File: config.mk
export PLATFORM = sky130hd
export DESIGN_NAME = copro_mem_channel
export DESIGN_NICKNAME = d
export VERILOG_FILES = /design/src/rtl/cmc_pkg.sv /design/src/rtl/cmc_regbank.sv /design/src/rtl/cmc_addr_gen.sv /design/src/rtl/cmc_engine.sv /design/src/rtl/copro_mem_channel.sv
export SDC_FILE = /design/constraint.sdc
export NUM_CORES = 1
export LEC_CHECK = 0
export ABC_CLOCK_PERIOD_IN_PS = 3950
export BUFFER_PORTS_ARGS = -buffer_cell sky130_fd_sc_hd__buf_2
export CAP_MARGIN = 10
export CORE_ASPECT_RATIO = 0.5
export CORE_UTILIZATION = 54
export CTS_CLUSTER_SIZE = 20
export DETAILED_ROUTE_END_ITERATION = 10
export PLACE_DENSITY = 0.8
export SETUP_SLACK_MARGIN = 0.02
export SLEW_MARGIN = 0
export SYNTH_ARGS = -nofsm -noshare
export SYNTH_HDL_FRONTEND = slang
export SYNTH_HIERARCHICAL = 1
export SYNTH_SLANG_ARGS = --single-unit
File: constraint.sdc
create_clock -name clk -period 3.95 [get_ports clk]
set_input_delay 0.395 -clock clk [delete_from_list [all_inputs] [get_ports clk]]
set_output_delay 0.395 -clock clk [all_outputs]
set_load 0.005 [all_outputs]
File: src/rtl/cmc_pkg.sv
package cmc_pkg;
    localparam int DEF_DATA_W = 32;
    localparam int DEF_ADDR_W = 32;
    localparam int DEF_LEN_W  = 16;
    localparam int SEL_W      = 3;

    localparam logic [SEL_W-1:0] OFS_MODE   = 3'd0;
    localparam logic [SEL_W-1:0] OFS_BASE   = 3'd1;
    localparam logic [SEL_W-1:0] OFS_LEN    = 3'd2;
    localparam logic [SEL_W-1:0] OFS_RUN    = 3'd3;
    localparam logic [SEL_W-1:0] OFS_STATUS = 3'd4;

    typedef enum logic [1:0] {
        MODE_STREAM   = 2'd0,
        MODE_BUF_IRQ  = 2'd1,
        MODE_BUF_POLL = 2'd2,
        MODE_BUF_ALT  = 2'd3
    } chan_mode_e;

    typedef enum logic [2:0] {
        ST_IDLE,
        ST_PULL,
        ST_REQ,
        ST_WAIT,
        ST_PUSH,
        ST_DONE,
        ST_FAULT
    } chan_state_e;

    typedef struct packed {
        logic fault;
        logic done;
    } chan_status_t;

    function automatic logic is_stream(chan_mode_e m);
        return m == MODE_STREAM;
    endfunction

    function automatic logic irq_on_done(chan_mode_e m);
        return m == MODE_BUF_IRQ;
    endfunction
endpackage

File: src/rtl/cmc_regbank.sv
module cmc_regbank
    import cmc_pkg::*;
#(
    parameter int DATA_W = DEF_DATA_W,
    parameter int ADDR_W = DEF_ADDR_W,
    parameter int LEN_W  = DEF_LEN_W
) (
    input  logic              clk,
    input  logic              rst,
    input  logic              cfg_we,
    input  logic [SEL_W-1:0]  cfg_sel,
    input  logic [DATA_W-1:0] cfg_wdata,
    output logic [DATA_W-1:0] cfg_rdata,
    input  chan_status_t      status_i,
    output chan_mode_e        mode_o,
    output logic [ADDR_W-1:0] base_o,
    output logic [LEN_W-1:0]  len_o,
    output logic              run_o
);
    logic [1:0]        mode_q;
    logic [ADDR_W-1:0] base_q;
    logic [LEN_W-1:0]  len_q;
    logic [DATA_W-1:0] run_q;

    always_ff @(posedge clk) begin
        if (rst) begin
            mode_q <= '0;
            base_q <= '0;
            len_q  <= '0;
            run_q  <= '0;
        end else if (cfg_we) begin
            case (cfg_sel)
                OFS_MODE: mode_q <= cfg_wdata[1:0];
                OFS_BASE: base_q <= cfg_wdata[ADDR_W-1:0];
                OFS_LEN:  len_q  <= cfg_wdata[LEN_W-1:0];
                OFS_RUN:  run_q  <= cfg_wdata;
                default: ;
            endcase
        end
    end

    always_comb begin
        cfg_rdata = '0;
        case (cfg_sel)
            OFS_MODE:   cfg_rdata[1:0]        = mode_q;
            OFS_BASE:   cfg_rdata[ADDR_W-1:0] = base_q;
            OFS_LEN:    cfg_rdata[LEN_W-1:0]  = len_q;
            OFS_RUN:    cfg_rdata             = run_q;
            OFS_STATUS: cfg_rdata[1:0]        = status_i;
            default:    cfg_rdata             = '0;
        endcase
    end

    assign mode_o = chan_mode_e'(mode_q);
    assign base_o = base_q;
    assign len_o  = len_q;
    assign run_o  = |run_q;

    AST_MODE_FIELD: assert property (@(posedge clk) disable iff (rst)
        (cfg_we && cfg_sel == OFS_MODE) |=> (mode_q == $past(cfg_wdata[1:0])));
endmodule

File: src/rtl/cmc_addr_gen.sv
module cmc_addr_gen #(
    parameter int ADDR_W = 32,
    parameter int LEN_W  = 16
) (
    input  logic              clk,
    input  logic              rst,
    input  logic              load,
    input  logic              step,
    input  logic [ADDR_W-1:0] base_i,
    input  logic [LEN_W-1:0]  len_i,
    output logic [ADDR_W-1:0] addr_o,
    output logic              last_o
);
    localparam int CW = LEN_W + 1;

    logic [ADDR_W-1:0] base_q;
    logic [LEN_W-1:0]  len_q;
    logic [LEN_W-1:0]  idx_q;
    logic [CW-1:0]     idx_inc;

    assign idx_inc = {1'b0, idx_q} + CW'(1);
    assign last_o  = idx_inc >= {1'b0, len_q};
    assign addr_o  = base_q + ADDR_W'(idx_q);

    always_ff @(posedge clk) begin
        if (rst) begin
            base_q <= '0;
            len_q  <= '0;
            idx_q  <= '0;
        end else if (load) begin
            base_q <= base_i;
            len_q  <= len_i;
            idx_q  <= '0;
        end else if (step) begin
            idx_q <= last_o ? '0 : idx_inc[LEN_W-1:0];
        end
    end

    AST_IDX_IN_RANGE: assert property (@(posedge clk) disable iff (rst)
        (len_q != '0) |-> (idx_q < len_q));
    AST_WRAP_TO_BASE: assert property (@(posedge clk) disable iff (rst)
        (step && !load && last_o) |=> (addr_o == base_q));
endmodule

File: src/rtl/cmc_engine.sv
module cmc_engine
    import cmc_pkg::*;
#(
    parameter int DATA_W   = DEF_DATA_W,
    parameter int ADDR_W   = DEF_ADDR_W,
    parameter int LEN_W    = DEF_LEN_W,
    parameter bit TO_COPRO = 1'b1
) (
    input  logic              clk,
    input  logic              rst,
    input  logic              run_i,
    input  chan_mode_e        mode_i,
    input  logic [LEN_W-1:0]  len_i,
    output logic              ag_load,
    output logic              ag_step,
    input  logic [ADDR_W-1:0] ag_addr,
    input  logic              ag_last,
    output logic              mem_req_valid,
    input  logic              mem_req_ready,
    output logic              mem_req_write,
    output logic [ADDR_W-1:0] mem_req_addr,
    output logic [DATA_W-1:0] mem_req_wdata,
    input  logic              mem_rsp_valid,
    input  logic              mem_rsp_err,
    input  logic [DATA_W-1:0] mem_rsp_rdata,
    output logic              cop_out_valid,
    input  logic              cop_out_ready,
    output logic [DATA_W-1:0] cop_out_data,
    input  logic              cop_in_valid,
    output logic              cop_in_ready,
    input  logic [DATA_W-1:0] cop_in_data,
    output chan_status_t      status_o,
    output logic              irq_o
);
    chan_state_e       st_q, st_d;
    chan_mode_e        mode_q;
    logic [DATA_W-1:0] data_q;
    logic              advance;
    logic              capture;

    always_comb begin
        st_d    = st_q;
        ag_load = 1'b0;
        advance = 1'b0;
        capture = 1'b0;
        case (st_q)
            ST_IDLE: begin
                if (run_i) begin
                    ag_load = 1'b1;
                    if (!is_stream(mode_i) && len_i == '0) st_d = ST_DONE;
                    else if (TO_COPRO)                    st_d = ST_REQ;
                    else                                  st_d = ST_PULL;
                end
            end
            ST_PULL: begin
                if (cop_in_valid && cop_in_ready) begin
                    capture = 1'b1;
                    st_d    = ST_REQ;
                end else if (!run_i) begin
                    st_d = ST_IDLE;
                end
            end
            ST_REQ: if (mem_req_ready) st_d = ST_WAIT;
            ST_WAIT: begin
                if (mem_rsp_valid) begin
                    if (mem_rsp_err) begin
                        st_d = ST_FAULT;
                    end else if (TO_COPRO) begin
                        capture = 1'b1;
                        st_d    = ST_PUSH;
                    end else begin
                        advance = 1'b1;
                    end
                end
            end
            ST_PUSH:  if (cop_out_ready) advance = 1'b1;
            ST_DONE:  if (!run_i) st_d = ST_IDLE;
            ST_FAULT: if (!run_i) st_d = ST_IDLE;
            default:  st_d = ST_IDLE;
        endcase
        if (advance) begin
            if (!is_stream(mode_q) && ag_last) st_d = ST_DONE;
            else if (!run_i)                   st_d = ST_IDLE;
            else if (TO_COPRO)                 st_d = ST_REQ;
            else                               st_d = ST_PULL;
        end
        ag_step = advance;
    end

    always_ff @(posedge clk) begin
        if (rst) begin
            st_q   <= ST_IDLE;
            mode_q <= MODE_STREAM;
            data_q <= '0;
        end else begin
            st_q <= st_d;
            if (ag_load) mode_q <= mode_i;
            if (capture) data_q <= TO_COPRO ? mem_rsp_rdata : cop_in_data;
        end
    end

    assign mem_req_valid   = (st_q == ST_REQ);
    assign mem_req_write   = (TO_COPRO == 1'b0);
    assign mem_req_addr    = ag_addr;
    assign mem_req_wdata   = data_q;
    assign cop_out_valid   = TO_COPRO && (st_q == ST_PUSH);
    assign cop_out_data    = data_q;
    assign cop_in_ready    = !TO_COPRO && (st_q == ST_PULL) && run_i;
    assign status_o.done   = (st_q == ST_DONE);
    assign status_o.fault  = (st_q == ST_FAULT);
    assign irq_o           = status_o.fault || (status_o.done && irq_on_done(mode_q));

    AST_ONE_OUTSTANDING: assert property (@(posedge clk) disable iff (rst)
        (mem_req_valid && mem_req_ready) |=> !mem_req_valid);
    AST_REQ_HOLD: assert property (@(posedge clk) disable iff (rst)
        (mem_req_valid && !mem_req_ready) |=> (mem_req_valid && $stable(mem_req_addr)));
    AST_OUT_HOLD: assert property (@(posedge clk) disable iff (rst)
        (cop_out_valid && !cop_out_ready) |=> (cop_out_valid && $stable(cop_out_data)));
    AST_STREAM_NO_DONE: assert property (@(posedge clk) disable iff (rst)
        status_o.done |-> !is_stream(mode_q));
    AST_DONE_PARKED: assert property (@(posedge clk) disable iff (rst)
        (status_o.done && run_i) |=> (status_o.done && !mem_req_valid));
    AST_FAULT_RAISE: assert property (@(posedge clk) disable iff (rst)
        (st_q == ST_WAIT && mem_rsp_valid && mem_rsp_err) |=> (irq_o && status_o.fault));
    AST_CLEAR_ON_STOP: assert property (@(posedge clk) disable iff (rst)
        (!run_i && (status_o.done || status_o.fault)) |=> (!status_o.done && !status_o.fault && !irq_o));
endmodule

File: src/rtl/copro_mem_channel.sv
module copro_mem_channel
    import cmc_pkg::*;
#(
    parameter int DATA_W   = DEF_DATA_W,
    parameter int ADDR_W   = DEF_ADDR_W,
    parameter int LEN_W    = DEF_LEN_W,
    parameter bit TO_COPRO = 1'b1
) (
    input  logic              clk,
    input  logic              rst,
    input  logic              cfg_we,
    input  logic [SEL_W-1:0]  cfg_sel,
    input  logic [DATA_W-1:0] cfg_wdata,
    output logic [DATA_W-1:0] cfg_rdata,
    output logic              mem_req_valid,
    input  logic              mem_req_ready,
    output logic              mem_req_write,
    output logic [ADDR_W-1:0] mem_req_addr,
    output logic [DATA_W-1:0] mem_req_wdata,
    input  logic              mem_rsp_valid,
    input  logic              mem_rsp_err,
    input  logic [DATA_W-1:0] mem_rsp_rdata,
    output logic              cop_out_valid,
    input  logic              cop_out_ready,
    output logic [DATA_W-1:0] cop_out_data,
    input  logic              cop_in_valid,
    output logic              cop_in_ready,
    input  logic [DATA_W-1:0] cop_in_data,
    output logic              irq
);
    chan_status_t      status;
    chan_mode_e        mode;
    logic [ADDR_W-1:0] base;
    logic [LEN_W-1:0]  len;
    logic              run;
    logic              ag_load, ag_step, ag_last;
    logic [ADDR_W-1:0] ag_addr;

    cmc_regbank #(.DATA_W(DATA_W), .ADDR_W(ADDR_W), .LEN_W(LEN_W)) u_regs (
        .clk(clk), .rst(rst), .cfg_we(cfg_we), .cfg_sel(cfg_sel),
        .cfg_wdata(cfg_wdata), .cfg_rdata(cfg_rdata), .status_i(status),
        .mode_o(mode), .base_o(base), .len_o(len), .run_o(run)
    );

    cmc_addr_gen #(.ADDR_W(ADDR_W), .LEN_W(LEN_W)) u_addr (
        .clk(clk), .rst(rst), .load(ag_load), .step(ag_step),
        .base_i(base), .len_i(len), .addr_o(ag_addr), .last_o(ag_last)
    );

    cmc_engine #(.DATA_W(DATA_W), .ADDR_W(ADDR_W), .LEN_W(LEN_W), .TO_COPRO(TO_COPRO)) u_eng (
        .clk(clk), .rst(rst), .run_i(run), .mode_i(mode), .len_i(len),
        .ag_load(ag_load), .ag_step(ag_step), .ag_addr(ag_addr), .ag_last(ag_last),
        .mem_req_valid(mem_req_valid), .mem_req_ready(mem_req_ready),
        .mem_req_write(mem_req_write), .mem_req_addr(mem_req_addr),
        .mem_req_wdata(mem_req_wdata), .mem_rsp_valid(mem_rsp_valid),
        .mem_rsp_err(mem_rsp_err), .mem_rsp_rdata(mem_rsp_rdata),
        .cop_out_valid(cop_out_valid), .cop_out_ready(cop_out_ready),
        .cop_out_data(cop_out_data), .cop_in_valid(cop_in_valid),
        .cop_in_ready(cop_in_ready), .cop_in_data(cop_in_data),
        .status_o(status), .irq_o(irq)
    );
endmodule

# Word-level counts from Yosys, hierarchy flattened
# Cells that the tools add are included.
[classes]
n_addsub = 2
multipliers = 0
div_mod_pow = 0
order_cmp = 1
n_eq_ne = 16
shift = 0
muxes = 21
bitwise = 0
n_reduce_logical = 19
[op_table]
columns = ["cell", "count"]
rows = [
  ["$pmux W14 S3", 1],
  ["$add A32 B16 Y32", 1],
  ["$pmux W16 S2", 1],
  ["$reduce_or A32 Y1", 1],
  ["$mux W3", 7],
  ["$add A16 B1 Y17 const B", 1],
  ["$ge A17 B16 Y1", 1],
  ["$logic_not A16 Y1", 1],
  ["$mux W16", 1],
  ["$pmux W3 S5", 1],
  ["$eq A3 B2 Y1 const B", 4],
  ["$eq A3 B3 Y1 const B", 4],
  ["$pmux W2 S5", 1],
  ["$reduce_and A2 Y1", 4],
  ["$mux W1", 7],
  ["$eq A3 B1 Y1 const B", 2],
  ["$logic_not A3 Y1", 2],
  ["$ne A3 B3 Y1 const B", 2],
  ["$reduce_and A5 Y1", 1],
  ["$logic_not A2 Y1", 2],
  ["$mux W2", 2],
  ["$logic_and A1 B1 Y1", 3],
  ["$ne A3 B1 Y1 const B", 1],
  ["$ne A3 B2 Y1 const B", 1],
  ["6 further kinds", 7],
]
[word_totals]
ff_bits = 183
latchBits = 0
mem_bits_rw = 0
romBits = 0
in_bits = 107
output_inout_bits = 133
word_cells = 69
n_memories = 0

# Depth between registers and ports, before layout
[depth]
ltp_word = 7
depth_mapped = 18
depth_no_buf = 16

# By module
# The synthesis kept the hierarchy.
[modules_own_cells]
columns = ["module", "instances", "cells_per_inst", "area_each_um2", "seq_area_each_um2"]
rows = [
  ["cmc_addr_gen", 1, 502, 4271.6, 1281.2],
  ["cmc_regbank", 1, 459, 3634.7, 1641.6],
  ["cmc_engine", 1, 265, 2058.2, 740.7],
]

# Least setup slack after synthesis
# No wires, ideal clock.
[synth_path]
path_kind = "register -> register"
start = "register u_addr.idx_q[4]"
end = "register u_eng.st_q[2]"
setup_ns = 0.132
arrival_time_ns = 3.223
required_ns = 3.818
slack_ns = 0.595
stages_incl_launch_ff = 16
path_buffers = 2
synth_period_minus_slack_ns = 3.355
cell_sequence = "dfxtp_1 buf_4 nand3_1 nor4_1 and3_1 xor2_1 ha_1 and3_1 a221o_1 or3_4 buf_6 nor2_1 inv_1 o211ai_1 and4_4 a211oi_2"
[synth_between]
elab_chain_len = 5
[synth_rtl]
columns = ["element", "line_no", "source"]
rows = [
  ["start, declared", "cmc_addr_gen.sv:18", "logic [LEN_W-1:0] idx_q;"],
  ["start signal, assigned", "cmc_addr_gen.sv:35", "idx_q <= last_o ? '0 : idx_inc[LEN_W-1:0];"],
  ["$add A16 B1 Y17", "cmc_addr_gen.sv:21", "assign idx_inc = {1'b0, idx_q} + CW'(1);"],
  ["$ge A17 B16 Y1", "cmc_addr_gen.sv:22", "assign last_o = idx_inc >= {1'b0, len_q};"],
  ["net ag_last", "copro_mem_channel.sv:36", "logic ag_load, ag_step, ag_last;"],
  ["$logic_and A1 B1 Y1", "cmc_engine.sv:82", "if (!is_stream(mode_q) && ag_last) st_d = ST_DONE;"],
  ["$mux W3", "cmc_engine.sv:82", ""],
  ["$mux W3", "cmc_engine.sv:81", "if (advance) begin"],
  ["end signal, assigned", "cmc_engine.sv:96", "st_q <= st_d;"],
  ["end, declared", "cmc_engine.sv:35", "chan_state_e st_q, st_d;"],
]
# The timed path passes the listed nets, and every way through them passes these cells.
# A chain may end at the register's enable or synchronous reset.

# Worst setup path in the final report
[layout_path]
start = "register u_addr.idx_q[2]"
end = "register u_eng.st_q[2]"
# Same word-level chain as after synthesis.

==> impl_metrics.json <==
{
  "clk_latency_ns": 0.43,
  "synthArstFlopShare_pct": 0,
  "ys_seq_area_share_pct": 36.8,
  "grt_pass1_wl_mm": 43.2,
  "ant_nets": 0,
  "synth_top_family_by_area": "simple AND/OR/NAND/NOR gates",
  "first_pass_iters": 5,
  "fp.coreArea_um2": 17700,
  "synth_edf_count": 0,
  "yosys.cell_count.top_type": "nand2_1",
  "ff2ff_path_depth": 13,
  "cellLeakagePower_nw": 4.80,
  "max-cap-violations": 0,
  "port_buffers": 204,
  "fin_cells": 1567,
  "n_fill_cell": 1478,
  "hold_viol_final": 0,
  "clkSinkCount": 183,
  "status": "finished, final reports clean",
  "die_w_um": 194,
  "power.total_w": 0.00453,
  "dieArea_um2": 19000,
  "ir_worst_vdd_v": 0.000363,
  "antenna_found_initial": 4,
  "finalWirelength_mm": 27.4,
  "min_to": "u_eng/cop_out_data[22]",
  "required_ns": 4.22,
  "clk_pin_slew_ns": 0.07,
  "synthAdderAreaFrac_pct": 4.34,
  "p_comb_share_pct": 17.3,
  "yosys_warnings": 6,
  "die_y_um": 98.1,
  "io_pins": 240,
  "cts-root-buf": "clkbuf_16",
  "worst_pin_slew_ns": 1.16,
  "synthTopCellsByArea": "dfxtp_1, nand2_1, a21oi_1",
  "viasPerCell": 5.80,
  "crit_type": "flop to flop",
  "wl_per_cell_um": 17.5,
  "track_usage_pct": 28.5,
  "ctsHtreeMaxLevel": 4,
  "clockBufferDepth": 2,
  "synth_area_leader_cell": "dfxtp_1",
  "cts_tree": "yes",
  "num_rows": 34,
  "fin_crit_sh_pct": 92.4,
  "syn_inst": 1226,
  "seqPwrFrac_pct": 43.2,
  "overflow": 0,
  "synth.area.mux_share_pct": 7.25,
  "start_util_pct": 56.3,
  "synth_top_cell_area_share_pct": 36.8,
  "netlist_area_um2": 9960,
  "crit_path_end_kind": "flop",
  "dpl.hpwl_mm": 19.6,
  "crit_fanout": 11,
  "drtIter0Drc": 639,
  "finClkSkew_ns": 0.0110,
  "synth_xor_area_share_pct": 3.69,
  "r2r-start": "u_addr/idx_q[2]",
  "vias": 9088,
  "placed_cell_area_um2": 10500,
  "setup_tns_ns": 0,
  "power_switching_w": 0.00128,
  "synth_commonest_cells": "nand2_1, dfxtp_1, a21oi_1",
  "ys_seq_elements": 183,
  "fmax_ghz": 0.274,
  "cts_buffers": 17,
  "hold_path_depth": 3,
  "avgSynthCellArea_um2": 8.13,
  "slew_headroom_pct": 22.7,
  "syn_to_final_growth_pct": 11.5,
  "ys_types": 79,
  "fin_crit_ns": 3.65,
  "design_area_um2": 11100,
  "synthSimpleGateAreaFrac_pct": 21.5,
  "post-place-cells": 1531,
  "drv_slew": 0,
  "r2r_slack_ns": 0.30,
  "cts_hold_buffers": 0,
  "sw_frac_of_total_pct": 28.3,
  "place_congestion": 0.883,
  "p_int_w": 0.00325,
  "r2r_end": "u_eng/st_q[2]",
  "ys.flop_type": "dfxtp_1",
  "hp-class": "input port to flop",
  "rsz0062_at_grt": "no",
  "p_per_area_nw_per_um2": 408,
  "cp-start-kind": "flop",
  "grt_max_degree": 92,
  "grt_pass1_vias": 8401,
  "final_net_count": 1457,
  "cts_setup_buffers": 0,
  "synth_compound_area_share_pct": 15.8,
  "min-delay-start": "mem_rsp_rdata[22]",
  "drc_errors": 0,
  "critPathArrivalTime_ns": 3.93,
  "setup.worst_path.start": "u_addr/idx_q[2]",
  "setup_violations": 0,
  "clkPwrFrac_pct": 39.5,
  "drive_above_1_share_pct": 20.8,
  "cts_resized": 0
}
layer usage:
| metal | vias up | share of wire [%] | wire [µm] | GRT usage, % |
|---|---|---|---|---|
| li1 | 4344 | - | - | - |
| met1 | 4292 | 43 | 11800 | 35.7 |
| met2 | 406 | 46 | 12700 | 48.0 |
| met3 | 46 | 8.1 | 2210 | 7.15 |
| met4 | 0 | 2.4 | 669 | 9.95 |
| met5 | - | 0 | 0 | 0 |
kinds of logic (layout without fill, tap and decap cells):
logic type,count (synthesis),count (layout)
xor gates and xnor gates,42,42
adders and majority gates,34,34
AOI/OAI and AO/OA,248,248
DFF,183,183
muxes,70,70
other,1,6
buffers and inverters,185,287
and+or+nand+nor,463,463
through the flow:
step | worst slack, ns | utilization, % | hold slack, ns
floorplan | 0.595 | - | 0.447
global placement | 0.425 | 59.2 | 0.450
detailed placement | 0.378 | 59.2 | 0.460
CTS | 0.203 | 62.7 | 0.184
global route | 0.0793 | 62.7 | 0.194
finish | 0.299 | 62.8 | 0.200
registers in the layout, summed over array words and instances (netlist names), 3 cells and up:
name,flops
u_regs/base_o,32
u_addr/len_q,16
u_regs/len_o,16
u_eng/cop_out_data,32
u_addr/base_q,32
u_regs/run_q,32
u_eng/st_q,3
u_addr/idx_q,16
worst max-delay path by stage:
| stage | cells after the start | endpoint | slack (ns) |
|---|---|---|---|
| global route | 14 | u_eng/st_q[2] | 0.08 |
| CTS | 11 | mem_req_addr[20] | 0.20 |
| global placement | 15 | u_eng/st_q[2] | 0.43 |
| finish | 13 | u_eng/st_q[2] | 0.30 |
| floorplan | 15 | u_eng/st_q[2] | 0.59 |
| detailed placement | 15 | u_eng/st_q[2] | 0.38 |
power groups by stage:
stage / Sequential, W / Clock [W] / Combinational [W]
after floorplan: 0.00197 / 0 / 0.000622
after global routing: 0.00197 / 0.00189 / 0.000839
after CTS: 0.00196 / 0.00181 / 0.000776
after global placement: 0.00199 / 0 / 0.000755
final: 0.00196 / 0.00179 / 0.000785
after detailed placement: 0.00200 / 0 / 0.000773
placed cells by master (no fill, tap or decap), types with 18 or more instances in the layout:
master / n
a21oi_1: 139
and3_1: 19
buf_2: 203
dfxtp_1: 183
ha_1: 33
inv_1: 34
mux2i_1: 53
nand2_1: 250
nor2_1: 89
nor4_1: 18
xnor2_1: 29
critical path: stages, from the launching register on:
cell and delay, ns:
dfxtp_1 0.50, nand3_1 0.20, nor4_1 0.43, and3_1 0.27, xor2_1 0.16, ha_1 0.26, and3_1 0.20, a221o_1 0.33
or3_4 0.43, nor2_1 0.17, inv_1 0.07, o211ai_1 0.14, and4_4 0.26, a211oi_2 0.06
cell type report:
| cell class | count | area, µm² | area share (%) |
|---|---|---|---|
| diodes | 4 | 10.0 | 0.0901 |
| inverters | 35 | 131 | 1.18 |
| well taps | 234 | 293 | 2.64 |
| multi-input cells | 859 | 5250 | 47.3 |
| repair buffers | 220 | 1140 | 10.3 |
| clock inverters | 12 | 170 | 1.53 |
| clock buffers | 20 | 447 | 4.02 |
| flip-flops and latches | 183 | 3660 | 33.0 |
Note: power is estimated with default switching activity, not from simulation.
